===== src/rtl/bcd_cal_pkg.sv =====
package bcd_cal_pkg;

    localparam logic [3:0] ADDR_SEC  = 4'd0;
    localparam logic [3:0] ADDR_MIN  = 4'd1;
    localparam logic [3:0] ADDR_HOUR = 4'd2;
    localparam logic [3:0] ADDR_MDAY = 4'd3;
    localparam logic [3:0] ADDR_MON  = 4'd4;
    localparam logic [3:0] ADDR_YEAR = 4'd5;
    localparam logic [3:0] ADDR_WDAY = 4'd6;
    localparam logic [3:0] ADDR_CTRL = 4'd8;
    localparam logic [3:0] ADDR_STAT = 4'd9;

    localparam logic [7:0] MASK_SEC  = 8'h7F;
    localparam logic [7:0] MASK_MIN  = 8'h7F;
    localparam logic [7:0] MASK_HOUR = 8'h3F;
    localparam logic [7:0] MASK_MDAY = 8'h3F;
    localparam logic [7:0] MASK_MON  = 8'h1F;
    localparam logic [7:0] MASK_YEAR = 8'hFF;
    localparam logic [7:0] MASK_WDAY = 8'h07;

    typedef struct packed {
        logic [7:0] sec;
        logic [7:0] min;
        logic [7:0] hour;
        logic [7:0] mday;
        logic [7:0] mon;
        logic [7:0] year;
        logic [7:0] wday;
    } cal_t;

    typedef enum logic [1:0] {
        ST_STOP  = 2'd0,
        ST_COUNT = 2'd1,
        ST_BUSY  = 2'd2
    } seq_state_t;

    function automatic logic [7:0] bcd_inc(input logic [7:0] v);
        logic [7:0] r;
        if (v[3:0] >= 4'd9) r = {v[7:4] + 4'd1, 4'd0};
        else                r = {v[7:4], v[3:0] + 4'd1};
        return r;
    endfunction

    function automatic logic [7:0] month_last_day(input logic [7:0] mon,
                                                  input logic [7:0] year);
        logic [7:0] ybin;
        logic [7:0] r;
        ybin = ({4'd0, year[7:4]} * 8'd10) + {4'd0, year[3:0]};
        if (mon == 8'h02)
            r = (ybin[1:0] == 2'd0) ? 8'h29 : 8'h28;
        else if (mon == 8'h04 || mon == 8'h06 || mon == 8'h09 || mon == 8'h11)
            r = 8'h30;
        else
            r = 8'h31;
        return r;
    endfunction

endpackage


===== src/rtl/bcd_cal_seq.sv =====
module bcd_cal_seq
    import bcd_cal_pkg::*;
#(
    parameter int TICKS_PER_SEC = 32768
) (
    input  logic clk,
    input  logic rst_n,
    input  logic tick_en,
    input  logic run,
    input  logic presc_clr,
    output logic sec_pulse,
    output logic busy,
    output logic running
);

    localparam int PW = (TICKS_PER_SEC > 2) ? $clog2(TICKS_PER_SEC) : 1;
    localparam logic [PW-1:0] LAST     = PW'(TICKS_PER_SEC - 1);
    localparam logic [PW-1:0] PRE_LAST = PW'(TICKS_PER_SEC - 2);

    seq_state_t    st, st_n;
    logic [PW-1:0] presc, presc_n;

    always_ff @(posedge clk or negedge rst_n) begin
        if (!rst_n) begin
            st    <= ST_STOP;
            presc <= '0;
        end else begin
            st    <= st_n;
            presc <= presc_n;
        end
    end

    always_comb begin
        st_n    = st;
        presc_n = presc;
        if (presc_clr) begin
            presc_n = '0;
            st_n    = run ? ST_COUNT : ST_STOP;
        end else begin
            unique case (st)
                ST_STOP: begin
                    if (run) st_n = (presc == LAST) ? ST_BUSY : ST_COUNT;
                end
                ST_COUNT: begin
                    if (!run) begin
                        st_n = ST_STOP;
                    end else if (tick_en) begin
                        presc_n = presc + 1'b1;
                        if (presc == PRE_LAST) st_n = ST_BUSY;
                    end
                end
                ST_BUSY: begin
                    if (!run) begin
                        st_n = ST_STOP;
                    end else if (tick_en) begin
                        presc_n = '0;
                        st_n    = ST_COUNT;
                    end
                end
                default: st_n = ST_STOP;
            endcase
        end
    end

    always_comb begin
        busy      = (st == ST_BUSY);
        running   = (st != ST_STOP);
        sec_pulse = (st == ST_BUSY) && run && tick_en && !presc_clr;
    end

endmodule


===== src/rtl/bcd_cal_next.sv =====
module bcd_cal_next
    import bcd_cal_pkg::*;
(
    input  cal_t cur,
    input  logic mode12,
    output cal_t nxt,
    output logic ev_min,
    output logic ev_hour,
    output logic ev_day
);

    logic [7:0] h_inc;
    logic [7:0] last_day;

    always_comb begin
        nxt      = cur;
        ev_min   = 1'b0;
        ev_hour  = 1'b0;
        ev_day   = 1'b0;
        h_inc    = bcd_inc({3'b000, cur.hour[4:0]});
        last_day = month_last_day(cur.mon, cur.year);

        if (cur.sec >= 8'h59) begin
            nxt.sec = 8'h00;
            ev_min  = 1'b1;
        end else begin
            nxt.sec = bcd_inc(cur.sec);
        end

        if (ev_min) begin
            if (cur.min >= 8'h59) begin
                nxt.min = 8'h00;
                ev_hour = 1'b1;
            end else begin
                nxt.min = bcd_inc(cur.min);
            end
        end

        if (ev_hour) begin
            if (mode12) begin
                if (cur.hour[4:0] == 5'h12) begin
                    nxt.hour = {2'b00, cur.hour[5], 5'h01};
                end else if (cur.hour[4:0] == 5'h11) begin
                    nxt.hour = {2'b00, ~cur.hour[5], 5'h12};
                    ev_day   = cur.hour[5];
                end else begin
                    nxt.hour = {2'b00, cur.hour[5], h_inc[4:0]};
                end
            end else if (cur.hour >= 8'h23) begin
                nxt.hour = 8'h00;
                ev_day   = 1'b1;
            end else begin
                nxt.hour = bcd_inc(cur.hour);
            end
        end

        if (ev_day) begin
            nxt.wday = (cur.wday >= 8'h06) ? 8'h00 : cur.wday + 8'h01;
            if (cur.mday >= last_day) begin
                nxt.mday = 8'h01;
                if (cur.mon >= 8'h12) begin
                    nxt.mon  = 8'h01;
                    nxt.year = (cur.year >= 8'h99) ? 8'h00 : bcd_inc(cur.year);
                end else begin
                    nxt.mon = bcd_inc(cur.mon);
                end
            end else begin
                nxt.mday = bcd_inc(cur.mday);
            end
        end
    end

endmodule


===== src/rtl/bcd_calendar.sv =====
module bcd_calendar
    import bcd_cal_pkg::*;
#(
    parameter int TICKS_PER_SEC = 32768
) (
    input  logic       clk,
    input  logic       rst_n,
    input  logic       tick_en,
    input  logic       wr_en,
    input  logic [3:0] wr_addr,
    input  logic [7:0] wr_data,
    output logic [7:0] sec_o,
    output logic [7:0] min_o,
    output logic [7:0] hour_o,
    output logic [7:0] mday_o,
    output logic [7:0] mon_o,
    output logic [7:0] year_o,
    output logic [7:0] wday_o,
    output logic [7:0] ctrl_o,
    output logic [7:0] status_o
);

    localparam cal_t RESET_CAL = '{sec: 8'h00, min: 8'h00, hour: 8'h00,
                                   mday: 8'h01, mon: 8'h01, year: 8'h00,
                                   wday: 8'h06};

    cal_t       cal_q, cal_nxt;
    logic       run_q, mode12_q;
    logic [3:0] ev_q, ev_set, ev_clr;
    logic       sec_pulse, busy, running;
    logic       ev_min, ev_hour, ev_day;
    logic       sec_wr;

    assign sec_wr = wr_en && (wr_addr == ADDR_SEC);

    bcd_cal_seq #(.TICKS_PER_SEC(TICKS_PER_SEC)) u_seq (
        .clk       (clk),
        .rst_n     (rst_n),
        .tick_en   (tick_en),
        .run       (run_q),
        .presc_clr (sec_wr),
        .sec_pulse (sec_pulse),
        .busy      (busy),
        .running   (running)
    );

    bcd_cal_next u_next (
        .cur     (cal_q),
        .mode12  (mode12_q),
        .nxt     (cal_nxt),
        .ev_min  (ev_min),
        .ev_hour (ev_hour),
        .ev_day  (ev_day)
    );

    always_ff @(posedge clk or negedge rst_n) begin
        if (!rst_n) begin
            cal_q <= RESET_CAL;
        end else begin
            if (sec_pulse) cal_q <= cal_nxt;
            if (wr_en) begin
                unique case (wr_addr)
                    ADDR_SEC:  cal_q.sec  <= wr_data & MASK_SEC;
                    ADDR_MIN:  cal_q.min  <= wr_data & MASK_MIN;
                    ADDR_HOUR: cal_q.hour <= wr_data & MASK_HOUR;
                    ADDR_MDAY: cal_q.mday <= wr_data & MASK_MDAY;
                    ADDR_MON:  cal_q.mon  <= wr_data & MASK_MON;
                    ADDR_YEAR: cal_q.year <= wr_data & MASK_YEAR;
                    ADDR_WDAY: cal_q.wday <= wr_data & MASK_WDAY;
                    default: ;
                endcase
            end
        end
    end

    always_ff @(posedge clk or negedge rst_n) begin
        if (!rst_n) begin
            run_q    <= 1'b0;
            mode12_q <= 1'b0;
        end else if (wr_en && wr_addr == ADDR_CTRL) begin
            run_q    <= wr_data[0];
            mode12_q <= wr_data[3];
        end
    end

    always_comb begin
        ev_set = {sec_pulse && ev_day, sec_pulse && ev_hour,
                  sec_pulse && ev_min, sec_pulse};
        ev_clr = (wr_en && wr_addr == ADDR_STAT) ? wr_data[5:2] : 4'd0;
    end

    always_ff @(posedge clk or negedge rst_n) begin
        if (!rst_n) ev_q <= 4'd0;
        else        ev_q <= (ev_q & ~ev_clr) | ev_set;
    end

    always_comb begin
        sec_o    = cal_q.sec;
        min_o    = cal_q.min;
        hour_o   = cal_q.hour;
        mday_o   = cal_q.mday;
        mon_o    = cal_q.mon;
        year_o   = cal_q.year;
        wday_o   = cal_q.wday;
        ctrl_o   = {4'd0, mode12_q, 2'd0, run_q};
        status_o = {2'd0, ev_q, running, busy};
    end

endmodule


===== config.mk =====
export PLATFORM = sky130hd
export DESIGN_NAME = bcd_calendar
export DESIGN_NICKNAME = d
export VERILOG_FILES = /design/src/rtl/bcd_cal_pkg.sv /design/src/rtl/bcd_cal_seq.sv /design/src/rtl/bcd_cal_next.sv /design/src/rtl/bcd_calendar.sv
export SDC_FILE = /design/constraint.sdc
export NUM_CORES = 1
export LEC_CHECK = 0
export BUFFER_PORTS_ARGS = -buffer_cell sky130_fd_sc_hd__buf_2
export CAP_MARGIN = 10
export CORE_MARGIN = 4
export CORE_UTILIZATION = 40
export CTS_CLUSTER_DIAMETER = 150
export CTS_CLUSTER_SIZE = 40
export DETAILED_ROUTE_END_ITERATION = 10
export GPL_TIMING_DRIVEN = 0
export PLACE_DENSITY = 0.6
export SLEW_MARGIN = 20
export SYNTH_ARGS = -nofsm -noshare
export SYNTH_HDL_FRONTEND = slang
export SYNTH_SLANG_ARGS = --single-unit
export TNS_END_PERCENT = 20

===== constraint.sdc =====
create_clock -name clk -period 2.75 [get_ports clk]
set_input_delay 0.1375 -clock clk [delete_from_list [all_inputs] [get_ports clk]]
set_output_delay 0.1375 -clock clk [all_outputs]
set_load 0.01 [all_outputs]

==> results of run 1 <==
power breakdown:
| part | internal [mW] | leakage, nW | switching, mW | total, mW |
|---|---|---|---|---|
| Combinational | 0.758 | 1.91 | 0.932 | 1.69 |
| Sequential | 1.38 | 1.00 | 0.312 | 1.69 |
| Clock | 0.725 | 0.143 | 0.472 | 1.20 |
registers in the layout, indices dropped and copies added (netlist names), 2 cells and up:
signal and count:
sec_o 8, min_o 8, wday_o 8, year_o 8
u_seq.st 2, hour_o 8, ev_q 4, mday_o 8
u_seq.presc 15, mon_o 8
through the flow:
step                setup slack [ps]  hold WS, ps  setup TNS, ps
detailed placement            -429.5        126.8          -5359
CTS                           -32.26        72.86         -32.95
global route                  -155.4        85.65          -1477
floorplan                      24.45       -158.1              0
finish                        -45.36        81.50         -81.97
global placement              -363.6        423.5          -3344
per-layer routing:
metal,up-vias,part of all wire,track usage
li1,2405,-,-
met1,2438,0.45,0.2772
met2,149,0.48,0.3342
met3,22,0.052,0.03315
met4,0,0.019,0.07682
met5,-,0,0
worst max-delay path, cell delays in order (launching register included):
cell and delay, ps:
dfstp_2 590, inv_4 70, ha_4 180, nand2_2 70, nand2_1 50, o311a_1 130
o21ai_2 220, ha_4 240, nor4b_4 240, o221a_2 270, nor2_2 60, and3_4 190
mux2i_1 120, mux2_4 250
cell usage in the layout (no fill, tap or decap), types with 4 or more instances in the layout:
master,instances
buf_2,82
nand2_1,80
dfrtp_1,73
o21ai_0,44
nor2_1,43
ha_1,36
a21oi_1,29
inv_1,28
buf_4,23
nand3_1,17
nor3_1,16
and3_1,12
nand4_1,12
nor2b_1,11
clkbuf_1,10
mux2i_1,10
clkbuf_16,9
conb_1,8
nor3b_1,7
xor2_1,7
a41oi_1,7
o31ai_1,7
o21ai_1,6
nor4_1,6
a22o_1,6
mux2_2,6
o21a_1,5
and2_1,5
a31oi_1,5
or2_2,4
nand2b_1,4
xnor2_1,4
nor3_2,4
o22ai_1,4
nand4b_1,4
dfstp_2,4
area by class of cell:
class | count | area (um2) | area share
Buffer | 31 | 196.4 | 0.03001
Sequential cell | 79 | 1984 | 0.3031
Multi-Input combinational cell | 478 | 3231 | 0.4935
Tap cell | 172 | 215.2 | 0.03287
Timing Repair Buffer | 89 | 506.7 | 0.07741
Clock buffer | 12 | 246.5 | 0.03765
Inverter | 31 | 118.9 | 0.01816
Clock inverter | 4 | 47.55 | 0.007263
path summary, 6_finish.rpt:
path	start	endpoint	cells after the start	slack (ps)
min	wr_data[7]	year_o[7]$_DFF_PN0_	3	80
max reg2reg	mon_o[0]$_DFF_PN1_	year_o[1]$_DFF_PN0_	13	-50
max in group asynchronous	rst_n	wday_o[1]$_DFF_PN1_	3	1820
max	mon_o[0]$_DFF_PN1_	year_o[1]$_DFF_PN0_	13	-50
min reg2reg	wday_o[7]$_DFF_PN0_	wday_o[7]$_DFF_PN0_	1	520
min in group asynchronous	rst_n	wday_o[5]$_DFF_PN0_	2	300
logic make-up after synthesis:
family / share of synthesized area
compound gates: 0.1824
xor+xnor: 0.01803
fa+ha+maj: 0.09365
buf+inv: 0.05994
flops: 0.3709
mux: 0.03418
other cells: 0.0007017
simple gates: 0.2402
what timing repair did:
item                       CTS  global route
gates cloned                 1             0
resized for setup           12            25
hold buffers                 1             0
setup buffers                7             4
pin swaps                    6            12
setup endpoints to repair   22            37
hold endpoints to repair    30             0
==> flow_summary.toml, run 1 <==
[floorplan]
core_um2 = 12820
ios = 88
rows = 41
start_util = 0.4167
die_y_um = 123.6
dieArea_um2 = 15270
die_w_um = 123.6

[finish]
nets = 775
area_growth_pct = 22.50
final_util = 0.5104
fin_area_um2 = 6546
drive_gt1_frac = 0.2445
fillCellCount = 1218
n_antenna_cell = 0
final_cells = 896

[detailed_routing]
dr.pass1.iters = 5
detailedRoute.firstIterationViolations = 238
routedWlPerCell_um = 17.06
via_per_inst = 5.596
final_antenna_net_count = 0
drc = 0
totalWireLength_mm = 15.29
num_vias = 5014

[clocking]
cts_tree = "yes"
cts_inserted_buffers = 9
root_buffer = "clkbuf_16"
htree_levels = 3
clkTransAtPathRegs_ps = 60
cts.sinks = 79
clk_latency_ps = 340
clockBufferDepth = 2

[placed_design]
gp_congestion = 0.9090
dpl_cell_area_um2 = 6023
io_buffers = 76
dpl.cell_count = 868
dp_hpwl_mm = 11.00

[critical_path]
critPathMaxFanout = 5
worstSetupPathType = "reg2reg"
crit_path_end_kind = "flop"
cp.arrival_ps = 3020
cp-start-kind = "flop"
critPathRequiredTime_ps = 2980

[grt]
grt_max_degree = 48
grt_pass1_wl_mm = 24.65
overflow = 0
grt_pass1_vias = 4773
grtUsageTotal = 0.2059
antenna_found_initial = 0

[synthesis]
synth-main-ff-cell = "dfrtp_1"
synth_cell_type_count = 74
ys_warn_count = 0
postSynthAreaPerCell_um2 = 8.732
synth-edff-count = 0
yosys-top-cells-area = "dfrtp_1 (35%), ha_1 (9.4%), nand2_1 (5.7%)"
ys_ff_latch = 79
netlist.area_leader.share = 0.3512
netlist_instances = 612
yosysMostFrequentCell = "nand2_1"
syn_area_um2 = 5344
synth_area_leader_cell = "dfrtp_1"
ys_seq_area_frac = 0.3709
async_flop_share = 1.000
synth.top_cells.by_count = "nand2_1 (81), dfrtp_1 (75), o21ai_0 (51)"

[timing]
fmaxAchievable_mhz = 357.7
fin_crit_ps = 2795
hold_viol = 0
fin_skew_ps = 7.706
tightest_slew_ps = 1107
rsz0062_at_grt = "true"
postLayoutSetupSlackWorst_ps = -45.36
setup_viol = 3
slew_viol_final = 0
slew_headroom = 0.2565
post-route-period-util = 1.016

[pwr]
p_per_area_nw_per_um2 = 699.7
max-vdd-ir-drop_mv = 0.3131
power_mw = 4.581
leakage_nw = 3.061

[status]
status = "finished, violations left"
violations = "negative setup slack"

[flow_run]
maxCapViolCount = 0

[hold_path]
holdCritPathClass = "in2reg"
No activity file was read; power rests on OpenSTA's default activity.
==> inputs of run 2 (changes only) <==
- TNS_END_PERCENT: 20 -> 10
==> run 2 against run 1 <==
  * The run still ends with negative setup slack left
  * Non-clock buffer count fell by 3
  * Combinational power barely moved
  * Final cell count fell by 0.33%
  * Sequential share of layout area rose by 0.19 points
  * Hold slack improved by 8.7 ps
  * Register-to-register slack improved by 20 ps
  * Sequential power barely moved
==> flow_summary.toml, run 2 (synthesized netlist as in run 1, its figures left out) <==
[pwr]
switchingPower_mw = 1.710
p_int_mw = 2.854
clkPwrFrac = 0.262
leakage_nw = 3.040
p_per_area_nw_per_um2 = 701.6
max-vdd-ir-drop_mv = 0.3133
power_mw = 4.564
pwr-share-comb = 0.367
switching_share = 0.3747
power.share.sequential = 0.371

[timing]
slew_headroom = 0.3170
slew_viol_final = 0
fin_crit_ps = 2778
fin_hold_ws_ps = 90.21
tightest_slew_ps = 1017
fmaxAchievable_mhz = 360.0
post-route-period-util = 1.010
hold_viol = 0
postLayoutSetupSlackWorst_ps = -28.16
setup_viol = 1
rsz0062_at_grt = "true"
fin_skew_ps = 8.098
setup_tns_ps = -28.16

[critical_path]
crit_path_end_kind = "flop"
path_delay_family = "simple AND/OR/NAND/NOR gates"
worstSetupPathType = "reg2reg"
cp_slowest_cell = "dfstp_2"
critPathMaxFanout = 5
path_cells = "inv_4 > ha_4 > nand2_2 > nand2_1 > o311a_1 > o21ai_2 > ha_4 > nor4b_4 > o221a_2 > nor2_2 > and3_4 > mux2i_1 > mux2_4"
cp-start-kind = "flop"
crit_top_cell = "ha_4"
path_buf_inv = 1
cp.arrival_ps = 3010
cpPeakStageDelay_ps = 590
critPathRequiredTime_ps = 2980
ff2ff_setup_slack_ps = -30
r2r_cells = 13
r2r_start = "mon_o[0]$_DFF_PN1_"
timing.rr.end = "year_o[1]$_DFF_PN0_"

[finish]
mostFrequentLayoutCell = "buf_2"
drive_gt1_frac = 0.2372
final_cells = 893
nets = 772
final_cell_mix = "buf_2 (82), nand2_1 (80), dfrtp_1 (73)"
n_antenna_cell = 0
area_growth_pct = 21.73
largest_register_ffs = 15
regMostFlops = "u_seq.presc"

[grt]
overflow = 0
grtUsageTotal = 0.2059
grt_pass1_wl_mm = 24.65
antenna_found_initial = 0
grt_pass1_vias = 4773
grt_max_degree = 48

[clocking]
clk_latency_ps = 340
clkTransAtPathRegs_ps = 60
root_buffer = "clkbuf_16"
cts_inserted_buffers = 9
clockBufferDepth = 2
cts_tree = "yes"
cts.sinks = 79
htree_levels = 3

[hold_path]
hp-start = "wr_data[6]"
hold_depth = 2
holdCritPathClass = "in2reg"
hold-path-endpoint = "min_o[6]$_DFF_PN0_"

[detailed_routing]
num_vias = 4968
totalWireLength_mm = 15.07
final_antenna_net_count = 0
via_per_inst = 5.563
dr.pass1.iters = 5
drc = 0
detailedRoute.firstIterationViolations = 316
routedWlPerCell_um = 16.87

[floorplan]
start_util = 0.4167
ios = 88
core_um2 = 12820
dieArea_um2 = 15270
die_y_um = 123.6
rows = 41
die_w_um = 123.6

[flow_run]
maxCapViolCount = 0

[placed_design]
gp_congestion = 0.9090
dpl.cell_count = 868
io_buffers = 76
dp_hpwl_mm = 11.00

[status]
status = "finished, violations left"
violations = "negative setup slack"
[run 2: changes by cell type in the layout (fill, tap and decap cells not counted), sizes merged]
cell,previous run,this run
buf,111,108
[run 2: power by group through the flow]
| stage | Sequential [mW] | Combinational (mW) | Clock (mW) |
|---|---|---|---|
| after floorplan | 1.71 | 0.993 | 0 |
| after global placement | 1.70 | 1.50 | 0 |
| after detailed placement | 1.71 | 1.55 | 0 |
| after CTS | 1.69 | 1.65 | 1.22 |
| after global routing | 1.73 | 1.89 | 1.27 |
| final | 1.69 | 1.68 | 1.20 |
[run 2: final cells by class]
class	count	area [um2]
plain buffers	31	196.4
clock buffers	12	246.5
clock inverters	4	47.55
fillers	1217	6320
inverters	31	118.9
multi-input cells	478	3212
flip-flops and latches	79	1984
well taps	172	215.2
repair buffers	86	484.2
[run 2: what timing repair did]
item	4_1_cts	5_1_grt
hold buffers	1	0
gates resized for setup	12	19
setup buffers	7	1
hold endpoints to repair	30	0
setup endpoints to repair	22	37
gates cloned	1	0
pin swaps	6	8
[run 2: per-layer routing]
layer	vias up	global-route usage	share of wire	wire [um]
met1	2411	0.2772	0.46	6896
met3	22	0.03315	0.047	706
met4	0	0.07682	0.020	296
li1	2401	-	-	-
met5	-	0	0	0
met2	134	0.3342	0.48	7167
[run 2: worst max-delay path by stage]
| stage | start | endpoint | slack [ps] | cells past startpoint |
|---|---|---|---|---|
| CTS | mon_o[0]$_DFF_PN1_ | year_o[1]$_DFF_PN0_ | -30 | 13 |
| global placement | mon_o[5]$_DFF_PN0_ | mon_o[0]$_DFF_PN1_ | -360 | 12 |
| detailed placement | mon_o[0]$_DFF_PN1_ | mon_o[0]$_DFF_PN1_ | -430 | 12 |
| finish | mon_o[0]$_DFF_PN1_ | year_o[1]$_DFF_PN0_ | -30 | 13 |
| global route | mon_o[0]$_DFF_PN1_ | year_o[1]$_DFF_PN0_ | -140 | 13 |
| floorplan | mon_o[0]$_DFF_PN1_ | year_o[1]$_DFF_PN0_ | 20 | 14 |
[run 2: stage by stage]
| stage | cell area, um2 | setup WS, ps | util |
|---|---|---|---|
| after detailed placement | 6023 | -429.5 | 0.4697 |
| after global routing | 6505 | -139.1 | 0.5072 |
| after floorplan | 5398 | 24.45 | - |
| final | 6505 | -28.16 | 0.5072 |
| after CTS | 6434 | -32.26 | 0.5017 |
| after global placement | 5993 | -363.6 | 0.4673 |
